<file path="config.mk">
export PLATFORM = sky130hd
export DESIGN_NAME = acc8_core
export DESIGN_NICKNAME = d
export VERILOG_FILES = /design/src/rtl/acc8_pkg.sv /design/src/rtl/acc8_decode.sv /design/src/rtl/acc8_alu.sv /design/src/rtl/acc8_mem.sv /design/src/rtl/acc8_core.sv
export SDC_FILE = /design/constraint.sdc
export NUM_CORES = 2
export LEC_CHECK = 0
export ABC_AREA = 1
export BUFFER_PORTS_ARGS = -buffer_cell sky130_fd_sc_hd__buf_4
export CAP_MARGIN = 20
export CORE_MARGIN = 4
export CORE_UTILIZATION = 50
export DETAILED_ROUTE_END_ITERATION = 10
export PLACE_DENSITY_LB_ADDON = 0.3
export SLEW_MARGIN = 0
export SYNTH_ARGS = -nofsm -noshare
export SYNTH_HDL_FRONTEND = slang
export SYNTH_MEMORY_MAX_BITS = 65536
export SYNTH_SLANG_ARGS = --single-unit
</file>
<file path="constraint.sdc">
create_clock -name clk -period 10.6 [get_ports clk]
set_clock_uncertainty 0.2 [all_clocks]
set_input_delay 0.53 -clock clk [delete_from_list [all_inputs] [get_ports clk]]
set_output_delay 0.53 -clock clk [all_outputs]
set_load 0.02 [all_outputs]
</file>
<file path="src/rtl/acc8_pkg.sv">
// Package acc8_pkg
// Shared opcode constants, decode record, cycle costs and flag bit
// positions for the eight-bit accumulator core.
package acc8_pkg;
    localparam int COST_W = 4;

    localparam logic [COST_W-1:0] COST_SHORT = 4'd4;
    localparam logic [COST_W-1:0] COST_MID   = 4'd7;
    localparam logic [COST_W-1:0] COST_OUT   = 4'd11;

    localparam logic [7:0] OPC_HALT  = 8'h76;
    localparam logic [7:0] OPC_STORE = 8'h77;
    localparam logic [7:0] OPC_ADDI  = 8'hC6;
    localparam logic [7:0] OPC_OUT   = 8'hD3;

    localparam logic [2:0] RSEL_H   = 3'b100;
    localparam logic [2:0] RSEL_L   = 3'b101;
    localparam logic [2:0] RSEL_MEM = 3'b110;
    localparam logic [2:0] RSEL_A   = 3'b111;

    localparam int FB_S = 7;
    localparam int FB_Z = 6;
    localparam int FB_H = 4;
    localparam int FB_V = 2;
    localparam int FB_N = 1;
    localparam int FB_C = 0;

    typedef enum logic [2:0] {K_LDI, K_ADD, K_STORE, K_OUT, K_HALT, K_BAD} kind_e;
    typedef enum logic [1:0] {S_REG, S_IMM, S_MEM} src_e;

    typedef struct packed {
        kind_e             kind;
        src_e              src;
        logic              two_byte;
        logic [COST_W-1:0] cost;
        logic [2:0]        rsel;
    } dec_t;
endpackage

</file>
<file path="src/rtl/acc8_decode.sv">
// Module acc8_decode
// Combinational decode table. It maps an opcode to its operation kind,
// its operand source, its length and its fixed cycle cost.
// Assumes: the opcode is stable for the whole instruction (it is latched).
module acc8_decode
    import acc8_pkg::*;
(
    input  logic [7:0] opcode,
    output dec_t       dec
);
    // Table lookup; any code not matched falls through as unsupported.
    always_comb begin
        dec = '{kind: K_BAD, src: S_REG, two_byte: 1'b0, cost: COST_SHORT, rsel: opcode[2:0]};
        if (opcode == OPC_HALT) begin
            dec.kind = K_HALT;
        end else if (opcode[7:6] == 2'b00 && opcode[2:0] == 3'b110 && opcode[5:3] != RSEL_MEM) begin
            dec.kind     = K_LDI;
            dec.src      = S_IMM;
            dec.two_byte = 1'b1;
            dec.cost     = COST_MID;
            dec.rsel     = opcode[5:3];
        end else if (opcode == OPC_STORE) begin
            dec.kind = K_STORE;
            dec.cost = COST_MID;
        end else if (opcode[7:3] == 5'b10000) begin
            dec.kind = K_ADD;
            if (opcode[2:0] == RSEL_MEM) begin
                dec.src  = S_MEM;
                dec.cost = COST_MID;
            end
        end else if (opcode == OPC_ADDI) begin
            dec.kind     = K_ADD;
            dec.src      = S_IMM;
            dec.two_byte = 1'b1;
            dec.cost     = COST_MID;
        end else if (opcode == OPC_OUT) begin
            dec.kind     = K_OUT;
            dec.src      = S_IMM;
            dec.two_byte = 1'b1;
            dec.cost     = COST_OUT;
        end
    end
endmodule

</file>
<file path="src/rtl/acc8_alu.sv">
// Module acc8_alu
// Eight-bit adder with full flag generation, packed into the flag byte.
// Assumes: only addition is needed; the subtract flag is always cleared.
module acc8_alu
    import acc8_pkg::*;
(
    input  logic [7:0] a,
    input  logic [7:0] b,
    output logic [7:0] sum,
    output logic [7:0] flags
);
    logic [8:0] wide;
    logic [4:0] nib;

    // Full and low-nibble sums for the carry and half-carry.
    always_comb begin
        wide = {1'b0, a} + {1'b0, b};
        nib  = {1'b0, a[3:0]} + {1'b0, b[3:0]};
        sum  = wide[7:0];
    end

    // Flag byte assembly; the unused bits stay zero.
    always_comb begin
        flags       = '0;
        flags[FB_S] = wide[7];
        flags[FB_Z] = (wide[7:0] == 8'h00);
        flags[FB_H] = nib[4];
        flags[FB_V] = (a[7] == b[7]) && (wide[7] != a[7]);
        flags[FB_N] = 1'b0;
        flags[FB_C] = wide[8];
    end
endmodule

</file>
<file path="src/rtl/acc8_mem.sv">
// Module acc8_mem
// Memory map: ROM in the lower half, RAM in the upper half, both aliased
// inside their halves by the implemented depth. ROM is written only by
// the loader while it is enabled; core writes to the ROM half are dropped.
// Assumes: reads are combinational; writes land on the clock edge.
module acc8_mem #(
    parameter int ROM_AW = 8,
    parameter int RAM_AW = 8
) (
    input  logic              clk,
    input  logic              load_en,
    input  logic              load_we,
    input  logic [ROM_AW-1:0] load_addr,
    input  logic [7:0]        load_data,
    input  logic              wr_en,
    input  logic [15:0]       wr_addr,
    input  logic [7:0]        wr_data,
    input  logic [15:0]       rd_addr,
    output logic [7:0]        rd_data
);
    localparam int ROM_N = 1 << ROM_AW;
    localparam int RAM_N = 1 << RAM_AW;

    logic [7:0] rom [0:ROM_N-1];
    logic [7:0] ram [0:RAM_N-1];
    logic       unused_addr_bits;

    assign unused_addr_bits = ^{rd_addr, wr_addr};

    // Loader path into ROM, open only while enabled.
    always_ff @(posedge clk) begin
        if (load_en && load_we) begin
            rom[load_addr] <= load_data;
        end
    end

    // Core store path; only the upper half reaches storage.
    always_ff @(posedge clk) begin
        if (wr_en && wr_addr[15]) begin
            ram[wr_addr[RAM_AW-1:0]] <= wr_data;
        end
    end

    // Region select on the top address bit.
    always_comb begin
        rd_data = rd_addr[15] ? ram[rd_addr[RAM_AW-1:0]] : rom[rd_addr[ROM_AW-1:0]];
    end

    assert_rom_store_dropped_R8: assert property (@(posedge clk) disable iff (load_en)
        (wr_en && !wr_addr[15]) |=>
            (rom[$past(wr_addr[ROM_AW-1:0])] == $past(rom[wr_addr[ROM_AW-1:0]])));

    assert_load_blocked_R11: assert property (@(posedge clk) disable iff (load_en)
        load_we |=> (rom[$past(load_addr)] == $past(rom[load_addr])));
endmodule

</file>
<file path="src/rtl/acc8_core.sv">
// Module acc8_core
// Top of the accumulator core. A step counter walks each instruction:
// step 0 latches the opcode, step 1 latches the operand byte (immediate
// or memory at {H,L}) or flags an unsupported opcode, and the step equal
// to cost-1 retires the instruction. The remaining steps are padding that
// fixes the cycle cost.
// Assumes: every cost is at least 4, so retire never meets steps 0 or 1.
module acc8_core
    import acc8_pkg::*;
#(
    parameter int ROM_AW = 8,
    parameter int RAM_AW = 8
) (
    input  logic              clk,
    input  logic              rst_n,
    input  logic              load_we,
    input  logic [ROM_AW-1:0] load_addr,
    input  logic [7:0]        load_data,
    output logic              io_stb,
    output logic [7:0]        io_addr,
    output logic [7:0]        io_data,
    output logic              done,
    output logic [COST_W-1:0] cost,
    output logic [15:0]       pc,
    output logic [7:0]        acc,
    output logic [7:0]        flags,
    output logic              halted,
    output logic              illegal
);
    localparam logic [COST_W-1:0] STEP_FETCH = '0;
    localparam logic [COST_W-1:0] STEP_OPND  = 1;
    localparam logic [COST_W-1:0] STEP_ONE   = 1;

    logic [COST_W-1:0] step;
    logic [7:0]        ir;
    logic [7:0]        opnd;
    logic [15:0]       pc_q;
    logic [7:0]        gpr [0:7];
    logic [7:0]        f_q;
    logic              halt_q;
    logic              bad_q;
    logic              done_q;
    logic [COST_W-1:0] cost_q;
    logic              stb_q;
    logic [7:0]        ioa_q;
    logic [7:0]        iod_q;

    dec_t              d;
    logic              last_step;
    logic [15:0]       hl;
    logic [15:0]       mem_raddr;
    logic [7:0]        mem_rdata;
    logic              mem_we;
    logic [7:0]        alu_b;
    logic [7:0]        alu_sum;
    logic [7:0]        alu_flags;

    acc8_decode u_dec (
        .opcode (ir),
        .dec    (d)
    );

    acc8_alu u_alu (
        .a     (gpr[RSEL_A]),
        .b     (alu_b),
        .sum   (alu_sum),
        .flags (alu_flags)
    );

    acc8_mem #(.ROM_AW(ROM_AW), .RAM_AW(RAM_AW)) u_mem (
        .clk       (clk),
        .load_en   (!rst_n),
        .load_we   (load_we),
        .load_addr (load_addr),
        .load_data (load_data),
        .wr_en     (mem_we),
        .wr_addr   (hl),
        .wr_data   (gpr[RSEL_A]),
        .rd_addr   (mem_raddr),
        .rd_data   (mem_rdata)
    );

    // Pair view, retire detection, memory address and store enable.
    always_comb begin
        hl        = {gpr[RSEL_H], gpr[RSEL_L]};
        last_step = (step != STEP_FETCH) && (step == d.cost - STEP_ONE);
        if (step == STEP_FETCH) begin
            mem_raddr = pc_q;
        end else if (d.src == S_MEM) begin
            mem_raddr = hl;
        end else begin
            mem_raddr = pc_q + 16'd1;
        end
        mem_we = !halt_q && last_step && (d.kind == K_STORE);
        alu_b  = (d.src == S_REG) ? gpr[d.rsel] : opnd;
    end

    // Instruction sequencer and architectural state update.
    always_ff @(posedge clk) begin
        if (!rst_n) begin
            step   <= STEP_FETCH;
            ir     <= '0;
            opnd   <= '0;
            pc_q   <= '0;
            f_q    <= '0;
            halt_q <= 1'b0;
            bad_q  <= 1'b0;
            done_q <= 1'b0;
            cost_q <= '0;
            stb_q  <= 1'b0;
            ioa_q  <= '0;
            iod_q  <= '0;
            for (int i = 0; i < 8; i++) begin
                gpr[i] <= '0;
            end
        end else begin
            done_q <= 1'b0;
            stb_q  <= 1'b0;
            if (!halt_q) begin
                if (step == STEP_FETCH) begin
                    ir   <= mem_rdata;
                    step <= STEP_OPND;
                end else if (step == STEP_OPND && d.kind == K_BAD) begin
                    bad_q  <= 1'b1;
                    halt_q <= 1'b1;
                    step   <= STEP_FETCH;
                end else begin
                    if (step == STEP_OPND) begin
                        opnd <= mem_rdata;
                    end
                    if (last_step) begin
                        step   <= STEP_FETCH;
                        pc_q   <= pc_q + (d.two_byte ? 16'd2 : 16'd1);
                        done_q <= 1'b1;
                        cost_q <= d.cost;
                        case (d.kind)
                            K_LDI: gpr[d.rsel] <= opnd;
                            K_ADD: begin
                                gpr[RSEL_A] <= alu_sum;
                                f_q         <= alu_flags;
                            end
                            K_OUT: begin
                                stb_q <= 1'b1;
                                ioa_q <= opnd;
                                iod_q <= gpr[RSEL_A];
                            end
                            K_HALT: halt_q <= 1'b1;
                            default: ;
                        endcase
                    end else begin
                        step <= step + STEP_ONE;
                    end
                end
            end
        end
    end

    // Output drive from registered state.
    always_comb begin
        io_stb  = stb_q;
        io_addr = ioa_q;
        io_data = iod_q;
        done    = done_q;
        cost    = cost_q;
        pc      = pc_q;
        acc     = gpr[RSEL_A];
        flags   = f_q;
        halted  = halt_q;
        illegal = bad_q;
    end

    assert_strobe_on_retire_R6: assert property (@(posedge clk) disable iff (!rst_n)
        io_stb |-> done);

    assert_done_single_R10: assert property (@(posedge clk) disable iff (!rst_n)
        done |=> !done);

    assert_cost_known_R10: assert property (@(posedge clk) disable iff (!rst_n)
        done |-> (cost == COST_SHORT || cost == COST_MID || cost == COST_OUT));

    assert_halt_sticky_R7: assert property (@(posedge clk) disable iff (!rst_n)
        halted |=> halted);

    assert_halt_silent_R7: assert property (@(posedge clk) disable iff (!rst_n)
        halted |=> (!done && $stable(pc)));

    assert_illegal_stops_R9: assert property (@(posedge clk) disable iff (!rst_n)
        illegal |-> (halted && !done));
endmodule

</file>
# After elaboration in Yosys (flattened, before gate mapping)
# Memories as Yosys holds them, arrays and structs flattened.
# Cells that the tools add are included.
# op_classes
shift	0
n_addsub	6
mux	52
bitwise	6
n_eq_ne	17
order_cmp	0
reduce_logical	26
div	0
multipliers	0
# ops
operator	count
$mux 10	4
$mux 16	2
$mux 8	4
$mux 1	28
$mux 4	5
$add 16x1->16 const B	1
$add 16x2->16	1
$eq 8x7->1 const B	2
$eq 8x8->1 const B	2
$mux 3	5
$reduce_and 5->1	2
$add 8x8->9	1
$eq 3x3->1 const B	3
$logic_and 1x1->1	9
$logic_not 8->1	1
$reduce_and 4->1	2
$reduce_or 8->1	1
$eq 3x2->1 const B	2
$mux 2	3
$add 4x4->5	1
$eq 5x5->1 const B	1
$mux 5	1
$not 1->1	5
$reduce_or 5->1	1
18 further kinds	20
# totals
register_bits	65
ramBits	4160
memories	3
latch_bits	0
mem_bits_ro	0
output_inout_bits	56
inputBits	19
# mem_list
memory	words	word_bits	rd	rd_ports_with_merged_regs	wr	line_no	source
u_mem.ram	256	8	1	0	1	acc8_mem.sv:25	logic [7:0] ram [0:RAM_N-1];
u_mem.rom	256	8	1	0	1	acc8_mem.sv:24	logic [7:0] rom [0:ROM_N-1];
gpr	8	8	4	0	8	acc8_core.sv:38	logic [7:0] gpr [0:7];

# Depth between registers and ports, before layout
# logic_depth
depth_word	18
ltp_mapped	28
mapped_depth_nobuf	28

# Hierarchy
# A second synthesis with hierarchy kept.
# hier_totals
hier_cells	14957
area_unflattened_um2	174167.0
# by_module_without_submodules
module	cells_per_inst	area_per_inst_um2	instances	seq_area_each_um2
acc8_mem	13935	166737.4	1	122998.0
acc8_core	878	6675.2	1	3283.1
acc8_alu	82	483.0	1	0.0
acc8_decode	62	271.5	1	0.0

# Worst setup path before layout
# No wires, ideal clock.
# synth_path
kind	register -> register
startpoint	memory gpr[7][0]
endpoint	register f_q[6], in the netlist flags[6]
n_path_buf	0
synth_period_minus_slack_ns	6.212
setup_ns	0.149
path_stages_with_launch	15
setup_slack_ns	4.388
t_arrival_ns	5.863
path_cell_list	edfxtp_1 > o221ai_1 > o41ai_1 > ha_1 > inv_1 > fa_1 > nand3b_1 > and2_1 > nor2_1 > nor2_1 > o21bai_1 > xor2_1 > inv_1 > nand3_1 > a21oi_1
# synth_lines
element	line_no	source
from (decl)	acc8_core.sv:38	
to (signal assigned)	acc8_core.sv:140	f_q <= alu_flags;
to (decl)	acc8_core.sv:39	logic [7:0] f_q;

# Final worst setup path
# layout_path
startpoint	register step[0]
endpoint	register ir[1]
# layout_via
elab_chain_len	4
elab_cells_between_ends	6
cone_classes	mux (2); reduce/logical (2); memory (2)
# layout_lines
element	line_no	source
from (decl)	acc8_core.sv:34	logic [COST_W-1:0] step;
from (signal assigned)	acc8_core.sv:151	step <= step + STEP_ONE;
$logic_not 4->1 (*)	acc8_core.sv:87, acc8_core.sv:120	
$mux 16	acc8_core.sv:87	if (step == STEP_FETCH) begin
$mem_v2 256x8, on equally long branches	-	
$mux 8	acc8_mem.sv:46	rd_data = rd_addr[15] ? ram[rd_addr[RAM_AW-1:0]] : rom[rd_addr[ROM_AW-1:0]];
to (signal assigned)	acc8_core.sv:121	ir <= mem_rdata;
to (decl)	acc8_core.sv:35	logic [7:0] ir;
# Mark *: on every way between the ends. The rest lies on a longest branch, timed or not.
# A chain may end at the register's enable or synchronous reset.

==> qor.yml <==
outcome:
  status: "finished with violations"
  violations: "slew limit"
power:
  pwr-share-seq_pct: 41.1
  internal_power_mw: 29.7
  power.switching_mw: 15.2
  power_frac_comb_pct: 26.7
  power_mw: 44.9
  p_leak_nw: 64.3
  powerDensity_nw_per_um2: 237
  switching_share_pct: 33.8
  clkPwrFrac_pct: 32.3
  peakVddDrop_mv: 0.239
floorplanning:
  ios: 75
  die-area_sq_um: 355000
  die_h_microns: 596
  start_util_pct: 50.3
  placementRows: 215
  core_sq_um: 343000
  die_w_microns: 596
yosys:
  synth_area_sq_um: 173000
  syn_inst: 14680
  synth-edff-count: 4160
  synth_mux_area_share_pct: 0
  synthXorXnorAreaFrac_pct: 0.0660
  ys_seq_area_share_pct: 73.1
  synth_top_family_by_area: "simple AND/OR/NAND/NOR gates"
  syn_area_per_cell_sq_um: 11.8
  synthArstFlopShare_pct: 0
  synth_cell_types: 48
  synth_compound_area_share_pct: 0.576
  synth_top_flop_cell: "edfxtp_1"
  ys_seq_elements: 4224
  synthAdderAreaFrac_pct: 0.139
  synthSimpleGateAreaFrac_pct: 23.0
  yosysWarnings: 0
detailed_routing:
  drcViolationCount: 0
  drtPass1Iterations: 6
  wl_per_cell_microns: 24.8
  ant_nets: 0
  drt_iter0_drc: 16336
  vias: 115570
  via_per_inst: 5.99
  drt-total-wl_mm: 478
clocking:
  clk_pin_slew_worst_paths_ps: 60
  tritoncts: "built"
  numCtsBuffers: 417
  insertion_delay_ps: 970
  htreeDepth: 5
  cts-root-buf: "clkbuf_16"
  clock_path_buffers: 4
  cts.sinks: 4224
setup_path:
  cp_top_family: "simple AND/OR/NAND/NOR gates"
  r2r-start: "step[0]$_SDFFE_PN0N_"
  start_kind: "flip-flop"
  critical_path.endpoint_type: "flip-flop"
  cp_slowest_cell: "nand2_1"
  cp_common_cell: "nand3_1"
  cp.arrival_ps: 7890
  critPathLaunch: "step[0]$_SDFFE_PN0N_"
  crit_fanout: 182
  cp_cell_sequence: "inv_1, ha_1, nand2_1, nand3_4, nand2_8, buf_12, buf_12, nand2_1, nand3_1, nand3_1, nand3_1, nand3_1, nand3_1, nand3_1, nand3_1, nand3_1, nand3_1, nand2_1, inv_1"
  path_buf_inv: 4
  crit_type: "reg -> reg"
  critPathRequiredTime_ps: 11280
  cp_slowest_stage_delay_ps: 730
grt:
  grt_max_degree: 203
  busiest_layer: "met2"
  grt_pass1_vias: 108178
  globalRoute.totalOverflow: 0
  use_met2_pct: 40.8
  grt_pass1_wl_mm: 708
  grt.total_usage_pct: 26.2
  met3_usage_pct: 4.93
  antenna_found_initial: 18
  use_met1_pct: 36.9
placement:
  pre_cts_ws_ps: 3660
  dpl.cell_count: 18488
  gp_congestion: 0.914
  detailed_place_hpwl_mm: 261
  portBuffers: 71
sta:
  clock.fmax_ghz: 0.139
  setup_viol: 0
  relSlewSlack_pct: -0.0311
  fin_ws_ps: 3400
  fin_crit_sh_pct: 67.9
  min_period_ps: 7200
  tightest_slew_ps: 1500
  hold_ws_ps: 91.5
  final_hold_viol_count: 0
  setup_tns_ps: 0
  rsz0062_at_grt: "no"
  maxSlewViolCount: 4
final_layout:
  fin_nets: 14402
  area_growth_pct: 9.88
  drive_above_1_share_pct: 5.95
  stdcell_count: 19283
hold_path:
  timing.hold.worst.start: "load_addr[2]"
  hold_path.class: "in -> reg"
job:
  max_cap_violations: 0
layer usage:
layer | part of all wire [%] | wire length [microns]
met1 | 39 | 186000
met5 | 0.0084 | 40
met3 | 11 | 50700
met4 | 4.0 | 19300
met2 | 46 | 222000
worst reg2reg max path, cell delays in order, from the launching register on:
cell and delay, ps:
dfxtp_1 420, inv_1 100, ha_1 210, nand2_1 730, nand3_4 670, nand2_8 650
buf_12 660, buf_12 800, nand2_1 160, nand3_1 120, nand3_1 180, nand3_1 140
nand3_1 200, nand3_1 240, nand3_1 330, nand3_1 280, nand3_1 680, nand3_1 260
nand2_1 80, inv_1 50
final timing paths:
path / endpoint / slack, ps / depth (start not counted)
hold reg to reg: io_addr[7]$_SDFFE_PN0P_ / 250 / 2
setup / recovery: ir[1]$_SDFFE_PN0P_ / 3400 / 19
hold / removal: u_mem.rom[74][6]$_DFFE_PP_ / 90 / 4
setup reg to reg: ir[1]$_SDFFE_PN0P_ / 3400 / 19
registers in the layout, summed over array words and instances, names as in the netlist:
register	cells
done	1
ir	8
io_addr	8
step	4
gpr	64
u_mem.ram	2048
opnd	8
cost	3
u_mem.rom	2048
pc	16
illegal	1
io_data	8
io_stb	1
flags	5
halted	1
cell type report:
type | count | area, sq um
clock buffers | 533 | 11100
fillers | 27978 | 154000
multi-input cells | 9292 | 41300
inverters | 162 | 646
flip-flops and latches | 4224 | 126000
well taps | 4557 | 5700
clock inverters | 238 | 2130
repair buffers | 268 | 2560
diodes | 9 | 22.5
cell usage in the layout, fill, tap and decap left out, types with 24 or more instances in the layout:
master / synthesis / layout
a21oi_1: 60 / 60
buf_12: 0 / 34
buf_4: 28 / 209
bufinv_16: 0 / 36
clkbuf_1: 314 / 104
clkbuf_16: 0 / 425
clkinv_1: 6 / 112
clkinv_2: 0 / 68
dfxtp_1: 64 / 64
edfxtp_1: 4160 / 4160
inv_1: 148 / 145
nand2_1: 3966 / 3940
nand2_2: 1 / 25
nand3_1: 4429 / 4426
nor2_1: 630 / 630
nor3_1: 24 / 24
o21ai_0: 44 / 42
o22ai_1: 30 / 30
repair_timing:
item / CTS / global route
resized for setup: 0 / 0
setup buffers: 0 / 0
hold endpoints to repair: 624 / 0
hold buffers: 12 / 0
power groups by stage:
stage / Clock (mW) / Combinational (mW) / Sequential (mW)
finish: 14.5 / 12.0 / 18.4
global route: 15.3 / 13.1 / 18.4
CTS: 14.6 / 11.8 / 18.4
detailed placement: 0 / 11.7 / 18.8
global placement: 0 / 11.6 / 18.8
floorplan: 0 / 8.11 / 18.8
synthesized netlist by cell type (3+ instances only):
cell,count,area (sq um)
nor3_2,3,30.0
inv_1,148,556
nand3_1,4429,22200
nor4_1,6,37.5
o21ai_0,44,220
o41ai_1,4,35.0
buf_1,101,379
o221ai_1,7,61.3
nand2_1,3966,14900
xnor2_1,3,26.3
o211ai_1,4,30.0
a21oi_1,60,300
clkbuf_1,314,1180
o22ai_1,30,188
xor2_1,10,87.6
ha_1,16,200
dfxtp_1,64,1280
edfxtp_1,4160,125000
inv_2,7,26.3
o21ai_1,6,30.0
buf_4,28,210
nor3_1,24,120
buf_2,559,2800
nand4_1,10,62.6
a211oi_1,3,22.5
nor2_1,630,2360
o21a_1,3,22.5
buf_6,10,113
clkinv_1,6,22.5
cell families (layout without fill, tap and decap cells):
| family | Yosys count | count (layout) |
|---|---|---|
| buf+inv | 1174 | 1201 |
| compound gates | 171 | 171 |
| simple gates | 9079 | 9079 |
| fa+ha+maj | 18 | 18 |
| other cells | 1 | 20 |
| flops | 4224 | 4224 |
| xor+xnor | 13 | 13 |
per-stage QoR:
step                util [%]  instance area, sq um
CTS                     55.2                190000
detailed placement      51.3                176000
finish                  55.3                190000
floorplan                  -                173000
global placement        51.3                176000
global route            55.2                190000
(Power assumes the default switching activity.)
